[src/rtl/clksyn_pkg.sv]
`timescale 1ns/1ps
package clksyn_pkg;
  localparam int CODE_W = 3;
  localparam int MF_W = 5;
  localparam int POS_DIV = 0;
  localparam int POS_MULT = POS_DIV + CODE_W;
  localparam int POS_LOCEN = POS_MULT + CODE_W;
  localparam int POS_LOCRST = POS_LOCEN + 1;
  localparam int POS_OFF = POS_LOCRST + 1;
  localparam int REG_W = POS_OFF + 1;
  localparam logic [CODE_W-1:0] DIV_RST = 3'd1;
  localparam logic [CODE_W-1:0] MULT_RST = 3'd2;

  typedef struct packed {
    logic [CODE_W-1:0] divTarget;
    logic outOff;
  } divCtrl_t;
endpackage

[src/rtl/clksyn_ctrl.sv]
`timescale 1ns/1ps
module clksyn_ctrl
  import clksyn_pkg::*;
#(
  parameter int RELOCK_CYCLES = 16
) (
  input  logic             pllClk,
  input  logic             rstN,
  input  logic             wrEn,
  input  logic [REG_W-1:0] wrData,
  input  logic             extClkMode,
  input  logic             oneToOneMode,
  input  logic             pllLockIn,
  input  logic             pllStopOff,
  input  logic             locStatus,
  output logic [REG_W-1:0] rdData,
  output logic             lockOut,
  output logic [MF_W-1:0]  multFactor,
  output logic             resetReq,
  output divCtrl_t         divCtl
);
  localparam int RL_W = $clog2(RELOCK_CYCLES + 1);

  logic [CODE_W-1:0] divReq;
  logic [CODE_W-1:0] multCode;
  logic [CODE_W-1:0] divStaged;
  logic              locEnQ;
  logic              locRstQ;
  logic              outOffQ;
  logic [RL_W-1:0]   relockCnt;
  logic              multChange;
  logic              lockQual;
  logic              locTrip;
  logic              multBypass;

  assign multBypass = extClkMode || oneToOneMode;
  assign multChange = wrEn && !multBypass &&
                      (wrData[POS_MULT +: CODE_W] != multCode);
  assign lockQual   = pllLockIn && !pllStopOff && (relockCnt == '0);
  assign locTrip    = locEnQ && locRstQ && locStatus && !extClkMode;

  // Register fields
  always_ff @(posedge pllClk or negedge rstN) begin
    if (!rstN) begin
      divReq   <= DIV_RST;
      multCode <= MULT_RST;
      locEnQ   <= 1'b0;
      locRstQ  <= 1'b0;
      outOffQ  <= 1'b0;
    end else if (wrEn) begin
      divReq   <= wrData[POS_DIV +: CODE_W];
      multCode <= wrData[POS_MULT +: CODE_W];
      locEnQ   <= wrData[POS_LOCEN];
      locRstQ  <= wrData[POS_LOCRST];
      outOffQ  <= wrData[POS_OFF];
    end
  end

  // Relock window after a multiplier change or a PLL stop
  always_ff @(posedge pllClk or negedge rstN) begin
    if (!rstN) begin
      relockCnt <= '0;
    end else if (multChange || pllStopOff) begin
      relockCnt <= RL_W'(RELOCK_CYCLES);
    end else if (relockCnt != '0) begin
      relockCnt <= relockCnt - 1'b1;
    end
  end

  // Post-divider staging, only while locked
  always_ff @(posedge pllClk or negedge rstN) begin
    if (!rstN) begin
      divStaged <= DIV_RST;
    end else if (lockQual) begin
      divStaged <= divReq;
    end
  end

  // Sticky reset request
  always_ff @(posedge pllClk or negedge rstN) begin
    if (!rstN) begin
      resetReq <= 1'b0;
    end else if (locTrip) begin
      resetReq <= 1'b1;
    end
  end

  always_comb begin
    rdData = '0;
    rdData[POS_DIV +: CODE_W]  = divReq;
    rdData[POS_MULT +: CODE_W] = multCode;
    rdData[POS_LOCEN]          = locEnQ;
    rdData[POS_LOCRST]         = locRstQ;
    rdData[POS_OFF]            = outOffQ;
  end

  always_comb begin
    if (multBypass) begin
      multFactor = MF_W'(1);
    end else begin
      multFactor = MF_W'({multCode, 1'b0}) + MF_W'(4);
    end
  end

  assign lockOut          = lockQual;
  assign divCtl.divTarget = divStaged;
  assign divCtl.outOff    = outOffQ;
endmodule

[src/rtl/clksyn_divpath.sv]
`timescale 1ns/1ps
module clksyn_divpath
  import clksyn_pkg::*;
(
  input  logic     pllClk,
  input  logic     rstN,
  input  divCtrl_t divCtl,
  output logic     sysClk,
  output logic     clkOut
);
  localparam int CNT_W = (1 << CODE_W) - 1;

  logic [CNT_W-1:0]  divCnt;
  logic [CNT_W-1:0]  lowMask;
  logic [CODE_W-1:0] activeCode;
  logic              bypass;
  logic              fallNow;
  logic              armNow;
  logic              armQ;
  logic              tapBit;

  assign bypass = (activeCode == '0);

  // Bits below the tap: all ones means the tap falls on this edge
  for (genvar i = 0; i < CNT_W; i++) begin : g_mask
    assign lowMask[i] = (int'(activeCode) > i);
  end

  assign fallNow = !bypass && ((divCnt & lowMask) == lowMask);
  assign armNow  = fallNow && (divCtl.divTarget != activeCode);

  always_ff @(posedge pllClk or negedge rstN) begin
    if (!rstN) begin
      divCnt <= '0;
      armQ   <= 1'b0;
    end else begin
      armQ <= armNow;
      if (bypass || armNow) begin
        divCnt <= '0;
      end else begin
        divCnt <= divCnt + 1'b1;
      end
    end
  end

  // Code hand-off on the falling PLL edge, while the system clock is low
  always_ff @(negedge pllClk or negedge rstN) begin
    if (!rstN) begin
      activeCode <= DIV_RST;
    end else if (armQ || (bypass && (divCtl.divTarget != activeCode))) begin
      activeCode <= divCtl.divTarget;
    end
  end

  always_comb begin
    tapBit = 1'b0;
    for (int i = 0; i < CNT_W; i++) begin
      if (int'(activeCode) == i + 1) begin
        tapBit = divCnt[i];
      end
    end
  end

  assign sysClk = bypass ? pllClk : tapBit;
  assign clkOut = sysClk & !divCtl.outOff;
endmodule

[src/rtl/clksyn_postdiv.sv]
`timescale 1ns/1ps
module clksyn_postdiv
  import clksyn_pkg::*;
#(
  parameter int RELOCK_CYCLES = 16
) (
  input  logic             pllClk,
  input  logic             rstN,
  input  logic             wrEn,
  input  logic [REG_W-1:0] wrData,
  output logic [REG_W-1:0] rdData,
  input  logic             extClkMode,
  input  logic             oneToOneMode,
  input  logic             pllLockIn,
  input  logic             pllStopOff,
  input  logic             locStatus,
  output logic             lockOut,
  output logic [MF_W-1:0]  multFactor,
  output logic             resetReq,
  output logic             sysClk,
  output logic             clkOut
);
  divCtrl_t divCtl;

  clksyn_ctrl #(.RELOCK_CYCLES(RELOCK_CYCLES)) u_ctrl (
    .pllClk      (pllClk),
    .rstN        (rstN),
    .wrEn        (wrEn),
    .wrData      (wrData),
    .extClkMode  (extClkMode),
    .oneToOneMode(oneToOneMode),
    .pllLockIn   (pllLockIn),
    .pllStopOff  (pllStopOff),
    .locStatus   (locStatus),
    .rdData      (rdData),
    .lockOut     (lockOut),
    .multFactor  (multFactor),
    .resetReq    (resetReq),
    .divCtl      (divCtl)
  );

  clksyn_divpath u_div (
    .pllClk(pllClk),
    .rstN  (rstN),
    .divCtl(divCtl),
    .sysClk(sysClk),
    .clkOut(clkOut)
  );
endmodule

[config.mk]
export PLATFORM = sky130hd
export DESIGN_NAME = clksyn_postdiv
export DESIGN_NICKNAME = d
export VERILOG_FILES = /design/src/rtl/clksyn_pkg.sv /design/src/rtl/clksyn_ctrl.sv /design/src/rtl/clksyn_divpath.sv /design/src/rtl/clksyn_postdiv.sv
export SDC_FILE = /design/constraint.sdc
export NUM_CORES = 1
export LEC_CHECK = 0
export BUFFER_PORTS_ARGS = -buffer_cell sky130_fd_sc_hd__buf_2
export CAP_MARGIN = 25
export CELL_PAD_IN_SITES_DETAIL_PLACEMENT = 2
export CELL_PAD_IN_SITES_GLOBAL_PLACEMENT = 2
export CORE_MARGIN = 2
export CORE_UTILIZATION = 31
export DETAILED_ROUTE_END_ITERATION = 16
export HOLD_SLACK_MARGIN = 0.05
export PLACE_DENSITY = 0.86
export SYNTH_ARGS = -nofsm -noshare
export SYNTH_HDL_FRONTEND = slang
export SYNTH_HIERARCHICAL = 1
export SYNTH_SLANG_ARGS = --single-unit
[constraint.sdc]
create_clock -name pllClk -period 1.97 [get_ports pllClk]
set_clock_uncertainty 0.1 [all_clocks]
set_input_delay 0 -clock pllClk [delete_from_list [all_inputs] [get_ports pllClk]]
set_output_delay 0 -clock pllClk [all_outputs]
set_load 0.005 [all_outputs]
# --- Yosys cells after proc, flatten, opt, wreduce, memory -nomap -nowiden ---
# Index checks and enable logic that the tools add are counted.
classes:
  eq_ne: 10
  reduce_logical: 23
  magnitude_cmp: 7
  n_addsub: 3
  bitwise_logic: 2
  mux: 12
op_table:
  columns: ["cell", "n"]
  rows:
  - ["$mux 5", 3]
  - ["$eq 3x3->1 const B", 4]
  - ["$logic_and 1x1->1", 10]
  - ["$gt 3x3->1 const B", 3]
  - ["$mux 1", 8]
  - ["$add 7x1->7 const B", 1]
  - ["$and 7x7->7", 1]
  - ["$eq 7x7->1", 1]
  - ["$mux 7", 1]
  - ["$eq 3x2->1 const B", 2]
  - ["$gt 3x1->1 const B", 2]
  - ["$gt 3x2->1 const B", 2]
  - ["$ne 3x3->1", 2]
  - ["$add 4x3->5 const B", 1]
  - ["$logic_not 1->1", 5]
  - ["$logic_not 5->1", 1]
  - ["$reduce_bool 5->1", 1]
  - ["$sub 5x1->5 const B", 1]
  - ["$logic_or 1x1->1", 4]
  - ["$eq 3x1->1 const B", 1]
  - ["$logic_not 3->1", 1]
  - ["$reduce_bool 2->1", 1]
  - ["$and 1x1->1", 1]
totals:
  reg_bits: 29
  wordCells: 68
  out_inout_bits: 18
  input_bits: 17

# --- Longest topological paths before layout ---
depth:
  ltp_word: 10
  mapped_depth: 5
  ltp_nobuf: 5

# --- Hierarchy ---
# Netlist, hierarchy kept.
modules_own_cells:
  columns: ["mod", "area_per_inst_um2", "cells_each", "seq_area_each_um2", "n_inst"]
  rows:
  - ["clksyn_ctrl", 885.8, 70, 454.2, 1]
  - ["clksyn_divpath", 721.9, 78, 276.5, 1]

==> impl_results.html <==
<table>
<tr><th>Metric</th><th>Value</th></tr>
<tr><th colspan="2">Synthesis</th></tr>
<tr><td>Fraction of synthesis flops using an asynchronous set or reset pin</td><td>100%</td></tr>
<tr><td>Gate count of the mapped netlist</td><td>148</td></tr>
<tr><td>Main synth FF type</td><td>sky130_fd_sc_hd__dfrtp_1</td></tr>
<tr><td>Share of the yosys chip area belonging to registers</td><td>45.4%</td></tr>
<tr><td>Number of flip-flops and latches in the synthesized netlist</td><td>29</td></tr>
<tr><td>Synth Area in Adders</td><td>2.33%</td></tr>
<tr><td>Fraction of the mapped netlist area in compound gates</td><td>14.6%</td></tr>
<tr><td>Area of the mapped netlist</td><td>0.00161 mm^2</td></tr>
<tr><td>Number of warnings issued by yosys</td><td>6</td></tr>
<tr><td>Post-Syn Area per Cell</td><td>10.9 um^2</td></tr>
<tr><td>Netlist cell types</td><td>48</td></tr>
<tr><td>Portion of netlist area occupied by mux cells</td><td>9.11%</td></tr>
<tr><td>Dominant combinational cell family by area after synthesis</td><td>compound AO/OA/AOI/OAI gates</td></tr>
<tr><td>Net count of the mapped netlist</td><td>168</td></tr>
<tr><td>Number of synthesized flops with an enable pin</td><td>0</td></tr>
<tr><td>XOR/XNOR share of the synthesized area</td><td>6.54%</td></tr>
<tr><td>Simple-Gate Fraction of Synth Area</td><td>14.3%</td></tr>
<tr><th colspan="2">Clock network</th></tr>
<tr><td>Clock-pin slew reported for the worst setup and hold paths after clock tree synthesis</td><td>70 ps</td></tr>
<tr><td>CTS tree</td><td>yes</td></tr>
<tr><td>Clock Latency Late Sink</td><td>490 ps</td></tr>
<tr><th colspan="2">Detailed routing</th></tr>
<tr><td>Vias per cell</td><td>5.20</td></tr>
<tr><td>Iteration count of the initial detailed-routing pass</td><td>4</td></tr>
<tr><td>Number of nets with antenna violations after routing</td><td>0</td></tr>
<tr><td>Initial detailed-routing violation count</td><td>145</td></tr>
<tr><td>Detailed Route WL</td><td>8000 um</td></tr>
<tr><td>Total number of vias</td><td>1637</td></tr>
<tr><td>Wirelength per Cell</td><td>25.4 um</td></tr>
<tr><td>Detailed-route DRC error count</td><td>0</td></tr>
<tr><th colspan="2">Pwr</th></tr>
<tr><td>Leak Pwr</td><td>1.21 nW</td></tr>
<tr><td>Pwr/cell area</td><td>1570 mW/mm^2</td></tr>
<tr><td>IR drop worst, VDD</td><td>0.768 mV</td></tr>
<tr><th colspan="2">Setup path</th></tr>
<tr><td>Critical path startpoint category</td><td>flop</td></tr>
<tr><td>WS Path Type</td><td>flop to flop</td></tr>
<tr><td>Top fanout value on the critical path</td><td>5</td></tr>
<tr><td>Worst EP required</td><td>2150 ps</td></tr>
<tr><td>Data arrival time of the critical path</td><td>3170 ps</td></tr>
<tr><td>Critical Path Sink Type</td><td>flop</td></tr>
<tr><th colspan="2">STA</th></tr>
<tr><td>Actual slew at the worst max-slew pin</td><td>427 ps</td></tr>
<tr><td>Slew Limit Fails</td><td>0</td></tr>
<tr><td>Setup repair after global routing missed its margin</td><td>true</td></tr>
<tr><td>Worst slack on hold paths</td><td>102 ps</td></tr>
<tr><td>Total count of hold-check failures in the final report</td><td>0</td></tr>
<tr><td>Max transition margin</td><td>71.4%</td></tr>
<tr><td>Min setup slack post-route</td><td>-1020 ps</td></tr>
<tr><td>Final setup violation count</td><td>18</td></tr>
<tr><th colspan="2">GRT</th></tr>
<tr><td>Initial antenna violation count</td><td>0</td></tr>
<tr><td>First-pass GRT wire length</td><td>11400 um</td></tr>
<tr><td>Maximum number of pins on one net before global-route repair</td><td>27</td></tr>
<tr><td>Number of global-route vias before repair</td><td>1979</td></tr>
<tr><td>Remaining global-route overflow</td><td>0</td></tr>
<tr><td>Tot GR Track Use</td><td>27.2%</td></tr>
<tr><th colspan="2">Die</th></tr>
<tr><td>Initial cell density of the core</td><td>31.9%</td></tr>
<tr><td>Full die area</td><td>0.00578 mm^2</td></tr>
<tr><td>Core area</td><td>0.00504 mm^2</td></tr>
<tr><td>Die X-Extent</td><td>76.0 um</td></tr>
<tr><td>Number of top-level pins</td><td>35</td></tr>
<tr><td>Height of the die</td><td>76.0 um</td></tr>
<tr><td>FP Rows</td><td>26</td></tr>
<tr><th colspan="2">Cells and area</th></tr>
<tr><td>Commonest non-fill, non-tap cells in the layout</td><td>33 x sky130_fd_sc_hd__buf_2, 26 x sky130_fd_sc_hd__buf_4, 23 x sky130_fd_sc_hd__dfrtp_1, 22 x sky130_fd_sc_hd__dlygate4sd3_1, 13 x sky130_fd_sc_hd__clkbuf_8</td></tr>
<tr><td>Most frequent standard cell in the layout excluding fill and tap cells</td><td>sky130_fd_sc_hd__buf_2</td></tr>
<tr><td>Ant diodes</td><td>0</td></tr>
<tr><td>Growth of design area from synthesis to finish</td><td>61.8%</td></tr>
<tr><td>Fraction of layout instances using a drive strength above 1</td><td>51.4%</td></tr>
<tr><td>Final cell utilization of the core</td><td>51.6%</td></tr>
<tr><td>Number of nets in the finished design</td><td>263</td></tr>
<tr><td>Filler Cells Inserted</td><td>496</td></tr>
<tr><td>Final non-filler cell area</td><td>0.00260 mm^2</td></tr>
<tr><th colspan="2">Placed design</th></tr>
<tr><td>Post-detailed-placement half-perimeter wirelength</td><td>3430 um</td></tr>
<tr><td>Placed Instance Area</td><td>0.00194 mm^2</td></tr>
<tr><td>Final weighted congestion of routability-driven global placement</td><td>0.765</td></tr>
<tr><td>Buffers added on ports</td><td>34</td></tr>
<tr><th colspan="2">Outcome</th></tr>
<tr><td>Run status</td><td>finished, violations left</td></tr>
<tr><td>Failing checks</td><td>negative setup slack</td></tr>
<tr><th colspan="2">Worst hold path</th></tr>
<tr><td>Min-delay worst type</td><td>primary input to flop</td></tr>
<tr><th colspan="2">Flow run</th></tr>
<tr><td>Total of max-cap violations</td><td>0</td></tr>
</table>
[metal layers]
metal | share of wire, % | vias to the layer above | wire length, um | track usage [%]
met1 | 41 | 848 | 3250 | 29.1
met2 | 52 | 71 | 4170 | 48.1
met4 | 2.3 | 0 | 187 | 14.0
li1 | - | 703 | - | -
met3 | 4.9 | 15 | 393 | 8.53
met5 | 0 | - | 0 | 0
[worst max-delay path, cell delays in order (launching register included)]
cell,delay (ps)
sky130_fd_sc_hd__dfstp_2,570
sky130_fd_sc_hd__buf_4,160
sky130_fd_sc_hd__xor2_2,80
sky130_fd_sc_hd__o31ai_2,320
sky130_fd_sc_hd__a21oi_2,100
sky130_fd_sc_hd__buf_6,160
sky130_fd_sc_hd__a211oi_2,310
[cell type report]
cell class / count / area (um^2) / area share, %
Clock inverter: 2 / 7.51 / 0.289
Multi-Input combinational cell: 99 / 870 / 33.4
Tap cell: 70 / 87.6 / 3.37
Timing Repair Buffer: 88 / 672 / 25.8
Sequential cell: 29 / 731 / 28.1
Inverter: 9 / 33.8 / 1.30
Clock buffer: 18 / 200 / 7.70
[registers in the layout (all words and copies together) (netlist names), 3 cells and up]
signal            flops
u_ctrl/divStaged      3
u_div/divCnt          7
u_ctrl/relockCnt      5
u_ctrl/multCode       3
u_ctrl/divReq         3
u_div/activeCode      3
[stage by stage]
stage	setup TNS, ps	std cells	setup WS, ps	power, mW
3_3_place_gp	-5250	259	-574	2.27
4_1_cts	-7990	309	-907	3.59
5_1_grt	-10360	315	-1010	4.27
6_report	-9910	315	-1020	4.09
3_5_place_dp	-6030	259	-677	2.36
2_1_floorplan	-4490	148	-507	1.86
[synth_stat cells (all sizes together), types with 3 or more instances]
master / n / area share [%]
buf: 9 / 5.1
ha: 3 / 2.3
dfstp: 4 / 6.5
nand2: 4 / 0.93
xor2: 9 / 4.9
a211oi: 5 / 2.3
and2: 3 / 1.2
dfrtp: 23 / 36
nand3: 4 / 1.2
xnor2: 3 / 1.6
nand2b: 4 / 1.6
a21oi: 4 / 1.5
mux2: 12 / 9.1
o21ai: 9 / 3.0
inv: 10 / 2.3
nor2: 10 / 2.5
[worst paths after layout]
kind                                startpoint                   to  slack [ps]  depth (start not counted)
setup / recovery           u_div/activeCode[0]      u_div/divCnt[4]       -1020                          6
hold / removal                       pllLockIn  u_ctrl/divStaged[2]         100                          4
setup reg to reg           u_div/activeCode[0]      u_div/divCnt[4]       -1020                          6
hold reg to reg               u_ctrl/divReq[1]  u_ctrl/divStaged[1]         460                          1
max in group asynchronous                 rstN  u_div/activeCode[0]         830                          2
min in group asynchronous                 rstN  u_ctrl/relockCnt[3]         110                          3
[where the power goes]
group	switching, mW	internal, mW
clock network	0.369	0.565
logic	1.07	1.00
registers	0.289	0.793
[cells by family (layout without fill, tap and decap cells)]
group / count (synthesis) / after routing
and+or+nand+nor: 39 / 39
buffers and inverters: 20 / 117
muxes: 12 / 12
adders and majority gates: 3 / 3
AOI/OAI and AO/OA: 33 / 33
DFF: 29 / 29
xor gates and xnor gates: 12 / 12
[what timing repair did]
action                                 in CTS  in global routing
endpoints found under the hold margin      44                  0
hold buffers                               22                  0
pin swaps                                   9                  5
setup buffers                              11                  6
setup endpoints to repair                  18                 20
gates resized for setup                    20                 14
Power figures use the tool's default switching activity.
